--- src/rtl/tdd_pkg.sv ---
package tdd_pkg;

  localparam int LEN_W = 3;

  typedef enum logic [1:0] {
    ST_IDLE = 2'd0,
    ST_WAIT = 2'd1,
    ST_TX   = 2'd2,
    ST_RESP = 2'd3
  } sched_st_e;

  // legal packet lengths are the odd counts 1, 3 and 5
  function automatic logic slots_legal(input logic [LEN_W-1:0] n);
    return (n == 3'd1) || (n == 3'd3) || (n == 3'd5);
  endfunction

  // slot parity 0 = even slot; master owns even, slave owns odd
  function automatic logic slot_is_own(input logic is_master, input logic par);
    return is_master ? !par : par;
  endfunction

endpackage

--- src/rtl/tdd_tick_gen.sv ---
module tdd_tick_gen #(
  parameter int TICK_DIV = 4
) (
  input  logic clk,
  input  logic rst_n,
  output logic tick
);
  localparam int PW = (TICK_DIV > 2) ? $clog2(TICK_DIV) : 1;
  localparam logic [PW-1:0] PRE_LAST = PW'(TICK_DIV - 1);

  logic [PW-1:0] pres;

  assign tick = (pres == PRE_LAST);

  always_ff @(posedge clk) begin
    if (!rst_n)    pres <= '0;
    else if (tick) pres <= '0;
    else           pres <= pres + PW'(1);
  end

  AST_PRES_RANGE: assert property (@(posedge clk) disable iff (!rst_n)
    pres <= PRE_LAST);
endmodule

--- src/rtl/tdd_native_clk.sv ---
module tdd_native_clk #(
  parameter int CLK_W = 28
) (
  input  logic             clk,
  input  logic             rst_n,
  input  logic             tick,
  output logic [CLK_W-1:0] nclk,
  output logic             bnd,
  output logic             slot_start,
  output logic             half_start
);
  // bnd: this tick moves the clock onto an even value, i.e. a new slot
  assign bnd = tick && nclk[0];

  always_ff @(posedge clk) begin
    if (!rst_n) begin
      nclk       <= '0;
      slot_start <= 1'b0;
      half_start <= 1'b0;
    end else begin
      if (tick) nclk <= nclk + CLK_W'(1);
      slot_start <= bnd;
      half_start <= tick && !nclk[0];
    end
  end

  AST_NCLK_STEP: assert property (@(posedge clk) disable iff (!rst_n)
    tick |=> (nclk == $past(nclk) + CLK_W'(1)));
  AST_NCLK_HOLD: assert property (@(posedge clk) disable iff (!rst_n)
    !tick |=> $stable(nclk));
  AST_SLOT_EVEN: assert property (@(posedge clk) disable iff (!rst_n)
    slot_start |-> !nclk[0]);
  AST_HALF_ODD: assert property (@(posedge clk) disable iff (!rst_n)
    half_start |-> nclk[0]);
endmodule

--- src/rtl/tdd_slot_ctrl.sv ---
module tdd_slot_ctrl
  import tdd_pkg::*;
(
  input  logic             clk,
  input  logic             rst_n,
  input  logic             role_master,
  input  logic             bnd,
  input  logic             slot_par,
  input  logic             tx_req,
  input  logic [LEN_W-1:0] tx_slots,
  output logic             tx_en,
  output logic             rx_en,
  output logic             len_err
);
  sched_st_e        st;
  logic             role_q;
  logic [LEN_W-1:0] len_q;
  logic [LEN_W-1:0] rem;
  logic             own_next;
  logic             own_now;
  logic             req_ok;

  assign own_next = slot_is_own(role_q, !slot_par);
  assign own_now  = slot_is_own(role_q, slot_par);
  assign req_ok   = tx_req && slots_legal(tx_slots);

  always_ff @(posedge clk) begin
    if (!rst_n) role_q <= role_master;
  end

  always_ff @(posedge clk) begin
    if (!rst_n) begin
      st      <= ST_IDLE;
      len_q   <= '0;
      rem     <= '0;
      len_err <= 1'b0;
    end else begin
      len_err <= tx_req && !slots_legal(tx_slots);
      unique case (st)
        ST_IDLE: if (req_ok) begin
          len_q <= tx_slots;
          st    <= ST_WAIT;
        end
        ST_WAIT: if (bnd && own_next) begin
          rem <= len_q - LEN_W'(1);
          st  <= ST_TX;
        end
        ST_TX: if (bnd) begin
          if (rem == '0) st <= ST_RESP;
          else           rem <= rem - LEN_W'(1);
        end
        ST_RESP: if (bnd) st <= ST_IDLE;
        default: st <= ST_IDLE;
      endcase
    end
  end

  assign tx_en = (st == ST_TX);
  assign rx_en = (st == ST_RESP) || ((st != ST_TX) && !own_now);

  AST_TX_OWN_SLOT: assert property (@(posedge clk) disable iff (!rst_n)
    $rose(tx_en) |-> slot_is_own(role_q, slot_par));
  AST_ROLE_FIXED: assert property (@(posedge clk) disable iff (!rst_n)
    $stable(role_q));
  AST_BAD_LEN_DROP: assert property (@(posedge clk) disable iff (!rst_n)
    (st == ST_IDLE && tx_req && !slots_legal(tx_slots)) |=> (st == ST_IDLE));
  AST_TX_CONT: assert property (@(posedge clk) disable iff (!rst_n)
    (st == ST_TX && bnd && rem != '0) |=> tx_en);
  AST_NO_OVERLAP: assert property (@(posedge clk) disable iff (!rst_n)
    !(tx_en && rx_en));
endmodule

--- src/rtl/tdd_slot_sched.sv ---
module tdd_slot_sched
  import tdd_pkg::*;
#(
  parameter int CLK_W    = 28,
  parameter int TICK_DIV = 4
) (
  input  logic             clk,
  input  logic             rst_n,
  input  logic             role_master,
  input  logic             tx_req,
  input  logic [LEN_W-1:0] tx_slots,
  output logic [CLK_W-1:0] nclk,
  output logic [CLK_W-2:0] slot_idx,
  output logic             slot_start,
  output logic             half_start,
  output logic             tx_en,
  output logic             rx_en,
  output logic             len_err
);
  logic tick;
  logic bnd;

  tdd_tick_gen #(.TICK_DIV(TICK_DIV)) u_tick (
    .clk  (clk),
    .rst_n(rst_n),
    .tick (tick)
  );

  tdd_native_clk #(.CLK_W(CLK_W)) u_nclk (
    .clk       (clk),
    .rst_n     (rst_n),
    .tick      (tick),
    .nclk      (nclk),
    .bnd       (bnd),
    .slot_start(slot_start),
    .half_start(half_start)
  );

  assign slot_idx = nclk[CLK_W-1:1];

  tdd_slot_ctrl u_ctrl (
    .clk        (clk),
    .rst_n      (rst_n),
    .role_master(role_master),
    .bnd        (bnd),
    .slot_par   (nclk[1]),
    .tx_req     (tx_req),
    .tx_slots   (tx_slots),
    .tx_en      (tx_en),
    .rx_en      (rx_en),
    .len_err    (len_err)
  );

  AST_TX_ON_BOUNDARY: assert property (@(posedge clk) disable iff (!rst_n)
    $rose(tx_en) |-> slot_start);
  AST_RESP_SLOT: assert property (@(posedge clk) disable iff (!rst_n)
    $fell(tx_en) |-> (rx_en && slot_start));
  AST_STROBE_EXCL: assert property (@(posedge clk) disable iff (!rst_n)
    $onehot0({slot_start, half_start}));
endmodule

--- config.mk ---
export PLATFORM = sky130hd
export DESIGN_NAME = tdd_slot_sched
export DESIGN_NICKNAME = d
export VERILOG_FILES = /design/src/rtl/tdd_pkg.sv /design/src/rtl/tdd_tick_gen.sv /design/src/rtl/tdd_native_clk.sv /design/src/rtl/tdd_slot_ctrl.sv /design/src/rtl/tdd_slot_sched.sv
export SDC_FILE = /design/constraint.sdc
export NUM_CORES = 1
export LEC_CHECK = 0
export BUFFER_PORTS_ARGS = -buffer_cell sky130_fd_sc_hd__clkbuf_2
export CAP_MARGIN = 25
export CORE_AREA = 4 4 100 102
export CTS_BUF_LIST = sky130_fd_sc_hd__clkbuf_4
export CTS_CLUSTER_DIAMETER = 30
export DETAILED_ROUTE_END_ITERATION = 8
export DIE_AREA = 0 0 104 106
export PLACE_DENSITY = 0.52
export REMOVE_ABC_BUFFERS = 1
export SYNTH_ARGS = -nofsm -noshare
export SYNTH_HDL_FRONTEND = slang
export SYNTH_SLANG_ARGS = --single-unit
--- constraint.sdc ---
create_clock -name clk -period 2.6 [get_ports clk]
set_input_delay 0.26 -clock clk [delete_from_list [all_inputs] [get_ports clk]]
set_output_delay 0.26 -clock clk [all_outputs]
set_load 0.01 [all_outputs]
# Yosys cells after proc, flatten, opt, wreduce, memory -nomap -nowiden
# Cells that the tools add are included.
# classes
reduce_logical,20
bitwise,1
muxes,12
eq_ne,14
n_addsub,4
# ops
op,n
adder 28 x 1 -> 28 bit (second input constant),1
2-to-1 mux 2 bit,5
!= test 2 x 1 -> 1 bit (second input constant),5
2-to-1 mux 3 bit,3
one-hot mux 2 bit (4 select lines),1
== test 2 bit (second input constant),3
logical AND 1 bit,6
one-hot mux 3 bit (2 select lines),1
subtractor 3 x 1 -> 3 bit (second input constant),2
AND reduction 5 bit,1
zero test 1 bit,4
!= test 2 bit (second input constant),2
AND reduction 4 bit,1
== test 3 x 1 -> 1 bit (second input constant),1
== test 3 x 2 -> 1 bit (second input constant),1
== test 3 bit (second input constant),1
zero test 3 bit,1
logical OR 1 bit,3
adder 2 x 1 -> 2 bit (second input constant),1
== test 2 x 1 -> 1 bit (second input constant),1
zero test 2 bit,1
2-to-1 mux 1 bit,2
AND reduction 2 bit,1
nonzero test 2 bit,1
2 further kinds,2
# totals
word_cells,60
register_bits,42
out_inout_bits,60
inputBits,7

# Longest topological paths before layout
# logic_depth
word_depth,6
mapped_depth,7
ltp_nobuf,6

# Cells and area by module
# Synthesis repeated with hierarchy kept, for this count alone.
# hier_totals
hier_cells,247
hier_area_um2,2264.7
# by_module_without_submodules
module,area_each_um2,seq_area_each_um2,cells_each,instances
tdd_native_clk,1400.1,600.6,156,1
tdd_slot_ctrl,588.1,210.2,59,1
tdd_slot_sched,202.7,0.0,27,1
tdd_tick_gen,73.8,40.0,5,1

# Worst setup path after synthesis
# OpenSTA, ideal clock, no wires.
# synth_path
kind,reg-to-reg
start,register u_nclk.nclk[7]
end,register u_nclk.nclk[24]
t_arrival_ns,1.850
n_path_buf,1
setup_slack_ns,0.680
path_stages_with_launch,6
setup_ns,0.070
required_time_ns,2.530
cell_sequence,dfxtp_1 nand4_2 or4_4 buf_6 or4_1 a21oi_1
# synth_via
elab_chain_len,1
# synth_rtl
element,line,text
start: declaration,tdd_native_clk.sv:7,"output logic [CLK_W-1:0] nclk,"
start signal: assignment,tdd_native_clk.sv:21,if (tick) nclk <= nclk + CLK_W'(1);
adder 28 x 1 -> 28 bit,tdd_native_clk.sv:21,
# No other way between the ends.
# A chain may end at the register's enable or synchronous reset.

# Final worst setup path
# layout_path
start,register u_ctrl.st[0]
end,register u_ctrl.st[1]
# layout_via
elab_chain_len,3
word_cells_on_any_way,11
# layout_rtl
element,line,text
start: declaration,tdd_slot_ctrl.sv:15,sched_st_e st;
start signal: assignment,tdd_slot_ctrl.sv:33,st <= ST_IDLE;
start signal: assignment,tdd_slot_ctrl.sv:42,st <= ST_WAIT;
start signal: assignment,tdd_slot_ctrl.sv:46,st <= ST_TX;
== test 2 bit (tied with other cells),tdd_slot_ctrl.sv:39,unique case (st)
!= test 2 x 1 -> 1 bit (no line),--,
AND reduction 5 bit (no line),--,
# Several ways; a longest one is shown, not always the timed one.

==> flow_summary_export.csv <==
group,metric,value,unit
critical_path,worst_ep_arrival_time,2.55,ns
cts,ctsHoldBuffers,0,
power_and_ir_drop,p_leak,0.9844,nW
layout,syn_to_final_growth,13.45,%
global_routing,grt_max_degree,38,
min_path,hold_class,"in -> reg",
sta,slew_violations,0,
sta,post-route-min-period,2.256,ns
logic_synthesis,yosysSeqAreaShare,38.44,%
drt,firstDrtPassIters,4,
sta,hold_viol,0,
power_and_ir_drop,powerDensity,518.5,nW/um2
flow_run,cap_violations,0,
logic_synthesis,avgSynthCellArea,8.646,um2
die,io_pins,67,
critical_path,path_buf_inv,1,
drt,wl_per_cell,12.05,um
global_routing,grt_pass1_vias,1593,
critical_path,worstSetupPathType,"reg -> reg",
sta,max_freq,443.2,MHz
cts,htree_levels,2,
power_and_ir_drop,ir_drop,0.1791,mV
logic_synthesis,synthDominantCellAreaShare,37.08,%
drt,dr_total_vias,1860,
logic_synthesis,syn-cell-area,2213,um2
critical_path,worstPathRequired,2.89,ns
die,dieArea,11020,um2
sta,worstMarginPinSlew,0.6641,ns
cts,cts_resized,0,
logic_synthesis,synth_area_leader_cell,"dfxtp_1",
critical_path,crit_path_cell_trace,"inv_1, ha_1, or3_1, a222oi_1, a21boi_0, mux2i_1",
placed_design,numPortBuffers,66,
die,fp.dieH,106,um
layout,fin_nets,305,
drt,via_per_inst,4.615,
logic_synthesis,synth_warnings,0,
critical_path,worst_path_largest_cell_delay,0.43,ns
critical_path,end_kind,"flop",
placed_design,dp_hpwl,3647,um
sta,slew_headroom,55.66,%
cts,cts_tree,"done",
critical_path,startpoint_type,"flop",
drt,drtIter0Drc,76,
die,rows,35,
cts,insertion_delay,0.35,ns
cts,clockBufferDepth,2,
global_routing,antenna_found_initial,0,
cts,cts.sinks,42,
placed_design,gp_congestion,0.7235,
logic_synthesis,ys_top_cells_by_area,"dfxtp_1 37%, buf_4 9.5%, ha_1 4.0%, or4_1 3.7%, nand2_1 3.6%",
layout,layout_commonest_cell,"clkbuf_2",
drt,ant_nets,0,
sta,period_share,86.78,%
critical_path,cpLargestDelayFamily,"compound AO/OA/AOI/OAI gates",
logic_synthesis,netlist_instances,256,
layout,drive_gt1_share,27.05,%
logic_synthesis,ys_seq_elements,42,
outcome,status,"finished clean",
die,core,9109,um2
power_and_ir_drop,p_total,1.302,mW
drt,wl,4858,um
layout,layout_common_cells,"66 x clkbuf_2, 41 x dfxtp_1, 21 x nand2_1",
sta,setup_viol,0,
global_routing,grt_overflow,0,
critical_path,worstPathMaxFanout,13,
cts,clkTransAtPathRegs,0.14,ns
sta,rsz0062_at_grt,"false",
cts,numCtsBuffers,5,
layout,diodes,0,
die,die_w,104,um
cts,cts.root.buffer_cell,"clkbuf_4",
critical_path,slowest_stage,"dfxtp_1",
cts,cts_setup_buffers,0,
drt,route.detailed.drc,0,
global_routing,grt_usage,8.818,%
sta,finalClockSkew,0.02133,ns
layout,finalCoreUtilization,27.57,%
logic_synthesis,ys_types,39,
global_routing,grt_pass1_wl,7948,um
die,start_util,24.30,%
sta,fin_setup_tns,0,ns
## stage by stage
step	hold slack (ns)	setup slack (ns)	instances	cell area, um2
6_report	0.09158	0.3437	403	2511
5_1_grt	0.05437	0.1417	403	2511
4_1_cts	0.06962	0.3388	403	2511
3_5_place_dp	0.4230	0.3698	395	2430
3_3_place_gp	0.4146	0.4892	395	2430
2_1_floorplan	0.3470	0.5539	217	1953
## per-layer routing
metal	wire (um)	global-route usage (%)
met5	0	0
met3	225	3.036
met1	2280	10.77
met4	48	2.564
met2	2304	14.72
## kinds of logic after synthesis
kind of cell / count (synthesis) / share of synthesized area (%)
AND/OR/NAND/NOR: 98 / 24.36
multiplexers: 7 / 3.166
buffers and inverters: 47 / 13.11
adder cells (fa/ha/maj): 7 / 3.957
flip-flops: 42 / 38.44
XOR/XNOR: 15 / 5.936
AO/OA/AOI/OAI: 40 / 11.02
## registers in the layout (all words and copies together) (netlist names)
name	count
u_ctrl.len_err	1
u_ctrl.st	2
u_nclk.half_start	1
u_ctrl.rem	3
u_ctrl.role_q	1
u_tick.pres	2
u_nclk.nclk	28
u_nclk.slot_start	1
u_ctrl.len_q	3
## layout make-up
class                           instances  area (um2)
Timing Repair Buffer                   67       337.8
Clock inverter                          2       36.28
Fill cell                             986        6598
Clock buffer                            6       45.04
Inverter                                8       30.03
Sequential cell                        42       850.8
Multi-Input combinational cell        167        1072
Tap cell                              111       138.9
## Yosys cell counts
cell type,count
nor3b_1,2
ha_1,7
or4b_1,1
buf_1,2
nand2_1,21
mux2i_1,7
and3_1,1
o21ai_0,8
nand4_1,9
edfxtp_1,1
or4_4,2
nand3_1,12
and4_1,3
a21boi_0,1
nor2_1,20
nor4b_1,1
nand4_2,1
nor4_1,2
o211ai_1,2
inv_2,1
o41ai_1,1
dfxtp_1,41
o31ai_1,8
nor3_1,3
clkbuf_1,7
nand2b_1,2
or3_1,6
buf_6,1
xor2_1,8
a222oi_1,1
clkbuf_2,1
a211oi_1,2
buf_4,28
o22ai_1,2
inv_1,7
xnor2_1,7
a21oi_1,15
or4_1,11
nand3b_1,1
## report_power, final
| group | switching (mW) | leakage, nW | internal, mW |
|---|---|---|---|
| registers | 0.0198 | 0.341 | 0.668 |
| clock network | 0.222 | 0.0462 | 0.215 |
| logic | 0.0980 | 0.597 | 0.0791 |
## path summary, 6_finish.rpt
check                  from        endpoint  slack, ns  depth (start not counted)
max            u_ctrl.st[0]    u_ctrl.st[1]       0.34                          6
max reg2reg    u_ctrl.st[0]    u_ctrl.st[1]       0.34                          6
min reg2reg  u_tick.pres[0]  u_tick.pres[0]       0.44                          1
min             role_master   u_ctrl.role_q       0.09                          1
Note: power is estimated with default switching activity, not from simulation.
